File: src/rtl/quad_osc.sv
module quad_osc #(
  parameter int AMPL_BITS         = 16,
  parameter int SAMPLES_PER_CYCLE = 64,
  parameter int GUARD_BITS        = 8
) (
  input  logic                        clk,
  input  logic                        rst,
  input  logic                        en,
  output logic signed [AMPL_BITS-1:0] sin_o,
  output logic signed [AMPL_BITS-1:0] cos_o,
  output logic                        valid_o
);

  localparam int  SW = AMPL_BITS + GUARD_BITS;
  localparam int  CF = SW - 1;
  localparam int  CW = SW + 1;
  localparam int  PW = SW + CW;
  localparam int  IW = $clog2(SAMPLES_PER_CYCLE);
  localparam real PI    = 3.14159265358979323846;
  localparam real THETA = 2.0 * PI / real'(SAMPLES_PER_CYCLE);
  localparam real ONE   = 2.0 ** CF;
  localparam longint C_INT = longint'($cos(THETA) * ONE);
  localparam longint S_INT = longint'($sin(THETA) * ONE);
  localparam logic signed [CW-1:0] C_K = CW'(C_INT);
  localparam logic signed [CW-1:0] S_K = CW'(S_INT);
  localparam longint OMAX_INT  = (longint'(1) << (AMPL_BITS - 1)) - 1;
  localparam longint START_INT = OMAX_INT << GUARD_BITS;
  localparam logic signed [SW-1:0] START = SW'(START_INT);
  localparam logic signed [SW-1:0] SMAX  = {1'b0, {(SW-1){1'b1}}};
  localparam logic signed [SW-1:0] SMIN  = -SMAX;
  localparam logic signed [AMPL_BITS-1:0] OMAX = {1'b0, {(AMPL_BITS-1){1'b1}}};
  localparam logic signed [AMPL_BITS-1:0] OMIN = -OMAX;
  localparam logic [IW-1:0] LAST = IW'(SAMPLES_PER_CYCLE - 1);

  logic signed [SW-1:0] cos_q, sin_q;
  logic [IW-1:0]        idx_q;
  logic                 valid_q;

  function automatic logic signed [SW-1:0] rnd_sat(input logic signed [PW:0] a);
    logic signed [PW:0] r;
    r = (a + (PW+1)'(longint'(1) << (CF - 1))) >>> CF;
    if (r > (PW+1)'(SMAX))      return SMAX;
    else if (r < (PW+1)'(SMIN)) return SMIN;
    else                        return SW'(r);
  endfunction

  function automatic logic signed [AMPL_BITS-1:0] to_out(input logic signed [SW-1:0] v);
    logic signed [SW:0] r;
    r = ((SW+1)'(v) + (SW+1)'(longint'(1) << (GUARD_BITS - 1))) >>> GUARD_BITS;
    if (r > (SW+1)'(OMAX))      return OMAX;
    else if (r < (SW+1)'(OMIN)) return OMIN;
    else                        return AMPL_BITS'(r);
  endfunction

  logic signed [PW:0] cx, sx, kc, ks;
  logic signed [PW:0] cos_acc, sin_acc;
  logic signed [SW-1:0] cos_nx, sin_nx;

  assign cx = (PW+1)'(cos_q);
  assign sx = (PW+1)'(sin_q);
  assign kc = (PW+1)'(C_K);
  assign ks = (PW+1)'(S_K);
  assign cos_acc = cx * kc - sx * ks;
  assign sin_acc = sx * kc + cx * ks;
  assign cos_nx  = rnd_sat(cos_acc);
  assign sin_nx  = rnd_sat(sin_acc);

  always_ff @(posedge clk) begin
    if (rst) begin
      cos_q   <= START;
      sin_q   <= '0;
      idx_q   <= '0;
      valid_q <= 1'b0;
    end else begin
      valid_q <= en;
      if (en) begin
        if (idx_q == LAST) begin
          cos_q <= START;
          sin_q <= '0;
          idx_q <= '0;
        end else begin
          cos_q <= cos_nx;
          sin_q <= sin_nx;
          idx_q <= idx_q + 1'b1;
        end
      end
    end
  end

  assign cos_o   = to_out(cos_q);
  assign sin_o   = to_out(sin_q);
  assign valid_o = valid_q;

  assert_start_after_reset_R2: assert property (@(posedge clk) disable iff (rst)
    $fell(rst) |-> (cos_o == OMAX && sin_o == '0 && !valid_o));

  assert_hold_when_idle_R4: assert property (@(posedge clk) disable iff (rst)
    !en |=> ($stable(cos_q) && $stable(sin_q) && $stable(idx_q)));

  assert_reload_at_boundary_R5: assert property (@(posedge clk) disable iff (rst)
    (en && idx_q == LAST) |=> (idx_q == '0 && cos_o == OMAX && sin_o == '0));

  assert_idx_range_R5: assert property (@(posedge clk) disable iff (rst)
    int'(idx_q) < SAMPLES_PER_CYCLE);

  assert_valid_new_sample_R6: assert property (@(posedge clk) disable iff (rst)
    valid_o |-> !$stable(idx_q));

  assert_no_overflow_R7: assert property (@(posedge clk) disable iff (rst)
    (cos_o != -OMAX - 1'b1) && (sin_o != -OMAX - 1'b1));

endmodule

File: config.mk
export PLATFORM = sky130hd
export DESIGN_NAME = quad_osc
export DESIGN_NICKNAME = d
export VERILOG_FILES = /design/src/rtl/quad_osc.sv
export SDC_FILE = /design/constraint.sdc
export NUM_CORES = 2
export LEC_CHECK = 0
export ABC_CLOCK_PERIOD_IN_PS = 12200
export BUFFER_PORTS_ARGS = -buffer_cell sky130_fd_sc_hd__buf_2
export CELL_PAD_IN_SITES_DETAIL_PLACEMENT = 1
export CELL_PAD_IN_SITES_GLOBAL_PLACEMENT = 1
export CORE_MARGIN = 2
export CORE_UTILIZATION = 49
export CTS_CLUSTER_DIAMETER = 200
export CTS_CLUSTER_SIZE = 24
export DETAILED_ROUTE_END_ITERATION = 16
export HOLD_SLACK_MARGIN = 0.03
export PLACE_DENSITY = 0.92
export SETUP_SLACK_MARGIN = 0.4
export SLEW_MARGIN = 25
export SYNTH_ARGS = -nofsm -noshare
export SYNTH_HDL_FRONTEND = slang
export SYNTH_SLANG_ARGS = --single-unit
export TNS_END_PERCENT = 5
File: constraint.sdc
create_clock -name clk -period 12.2 [get_ports clk]
set_clock_uncertainty 0.2 [all_clocks]
set_input_delay 2.44 -clock clk [delete_from_list [all_inputs] [get_ports clk]]
set_output_delay 2.44 -clock clk [all_outputs]
set_load 0.02 [all_outputs]
==> metrics.txt <==
EDFF count, synth=0; share of cells above drive strength 1=2.87%; status=finished clean; Die H=316 µm; GRT Total Usage=39.8%; hpwl dp=171,000 µm; Least-Margin Pin Slew=1210 ps; RSZ-0062 raised after global routing=no; Synth area leader=fa_1; Max Cap Viol=0; Placer Congestion=1.04; Hold-fix buffers, CTS=0; Fill cells=10,900; count leader, synth=inv_1; chip width=316 µm; CP Launch Type=register; Seq cells post-synth=55; CTS resizes=0; top cell type's share of synthesized area=48.6%; Starting Density=49.3%; Final Slew Violations=0; Period minus WS final=11,090 ps; Synth area leaders=fa_1 (49%), ha_1 (23%), inv_1 (13%), xnor2_1 (2.4%), dfxtp_1 (2.3%); # setup viols final=0; WHS Path Cells=1; Worst R2R Path Depth=24; CTS tree=yes; DRT Pass-1 Iters=5; GRT Residual Overflow=0; worst hold path type=register to register; drt drc=0; crit path max fanout=19; Commonest cells post-synth=inv_1 (1,656), fa_1 (1,154), ha_1 (857), xnor2_1 (132), nand2_1 (116); IO buf count=35; drt total wl=192,000 µm; endpoint class of the critical path=register; # H-tree levels=2; post-CTS setup buffers=0; Synthesized Nets=6,764; DRT iter0 DRCs=3,385; root buf cell=clkbuf_16; Critical Path RT=12,280 ps; Clock Path Buffers=2; Final nets=6,814; Setup TNS=0 ps; antenna viol nets, final=0; Hold Violations, Final=0; core area=96,400 µm²; antenna violations before repair=18; CTS buffer count=5; DR vias/cell=5.90; number of global-route vias before repair=42,400; largest net degree at the start of global routing=58; I/O pin cnt=36; Final Cycle Share=90.9%; CTS Sinks=55; Reg clk slew, reported paths=130 ps; Synth Instances=4,750; Area growth, synth to finish=4.61%; Synth async-reset ratio=0%; Avg WL per Cell=31.5 µm; Unique masters post-synth=70; critical path type=register to register; DR vias=35,900; Mapped Area=47,600 µm²; Syn Area/Cell=10.0 µm²; Ys Warns=0; FP Rows=114; first-pass GRT wire length=279,000 µm; Worst EP arrival=11,160 ps; Slew HR=18.9%; die area=99,600 µm²; post-synthesis sequential area ratio=2.31%; fmax=90.2 MHz; Synth Flop Type=dfxtp_1; Clk Latency, worst-skew pair=380 ps
[worst max-delay path, cell delays in order, from the launching register on]
cell and delay [ps]:
dfxtp_1 1010, inv_1 410, fa_1 510, inv_1 200, ha_1 300, fa_1 520
fa_1 560, fa_1 730, fa_1 480, fa_1 470, fa_1 500, inv_1 60
fa_1 480, inv_1 40, ha_1 400, nand2_1 120, nor3_1 680, o2111ai_1 610
a31oi_1 680, a21o_1 240, a311oi_1 160, xnor2_2 320, o21ai_1 320, nor2_2 710
a221o_1 240
[layer usage]
layer  global-route usage (%)  wire [µm]  up-vias
met3                     9.56      17100      991
met2                     63.4      87600     2089
met4                     33.5      20200       14
li1                         -          -    14300
met1                     45.5      66700    18500
met5                        0         80        -
[layout make-up]
cell class,count,area [µm²],area share (%)
sequential,55,1110,2.23
clock inverter,3,26.3,0.0528
inverter,1657,6220,12.5
antenna,5,12.5,0.0251
timing repair buffer,92,603,1.21
clock buffer,5,125,0.251
multi-input combinational,2989,40100,80.5
tap,1276,1600,3.21
[sequential cells by signal, indices dropped and copies added, names as in the netlist]
register  count
cos_q        24
sin_q        24
idx_q         6
valid_o       1
[final timing paths]
check	from	end	slack, ps
max	cos_q[12]$_SDFFE_PP1P_	sin_q[8]$_SDFFE_PP0P_	1110
min	sin_q[14]$_SDFFE_PP0P_	sin_q[14]$_SDFFE_PP0P_	280
max reg2reg	cos_q[12]$_SDFFE_PP1P_	sin_q[8]$_SDFFE_PP0P_	1110
min reg2reg	sin_q[14]$_SDFFE_PP0P_	sin_q[14]$_SDFFE_PP0P_	280
[cell families (layout without fill, tap and decap cells)]
family / after synthesis / after routing / share of synthesized area [%]
fa+ha+maj: 2013 / 2013 / 71.1
simple gates: 365 / 365 / 3.74
xor+xnor: 185 / 185 / 3.42
mux: 18 / 18 / 0.397
flops: 55 / 55 / 2.31
compound gates: 408 / 408 / 5.51
buf+inv: 1706 / 1757 / 13.5
other cells: 0 / 5 / 0
[through the flow]
stage	setup slack [ps]	cells	hold slack [ps]	area, µm²	utilization [%]
4_1_cts	1330	6077	283	49700	51.6
2_1_floorplan	1260	4750	263	47600	-
3_3_place_gp	1630	6069	260	49600	51.4
5_1_grt	1100	6077	319	49800	51.6
6_report	1110	6082	281	49800	51.6
3_5_place_dp	1420	6069	264	49600	51.4
[layout by cell type, fill, tap and decap left out, types with 22 or more instances in the layout]
master      n
a31oi_1    24
o21ai_0    93
a221o_1    26
inv_1    1656
dfxtp_1    53
xor2_1     52
nand2_1   116
fa_1     1154
buf_4      57
nor2_1     76
nand3_1    34
nor3_1     22
xnor2_1   132
a21oi_1   113
ha_1      857
buf_2      35
Power is not shown: default switching activity piles up to over one toggle a cycle in this logic, so the estimate is an artifact.
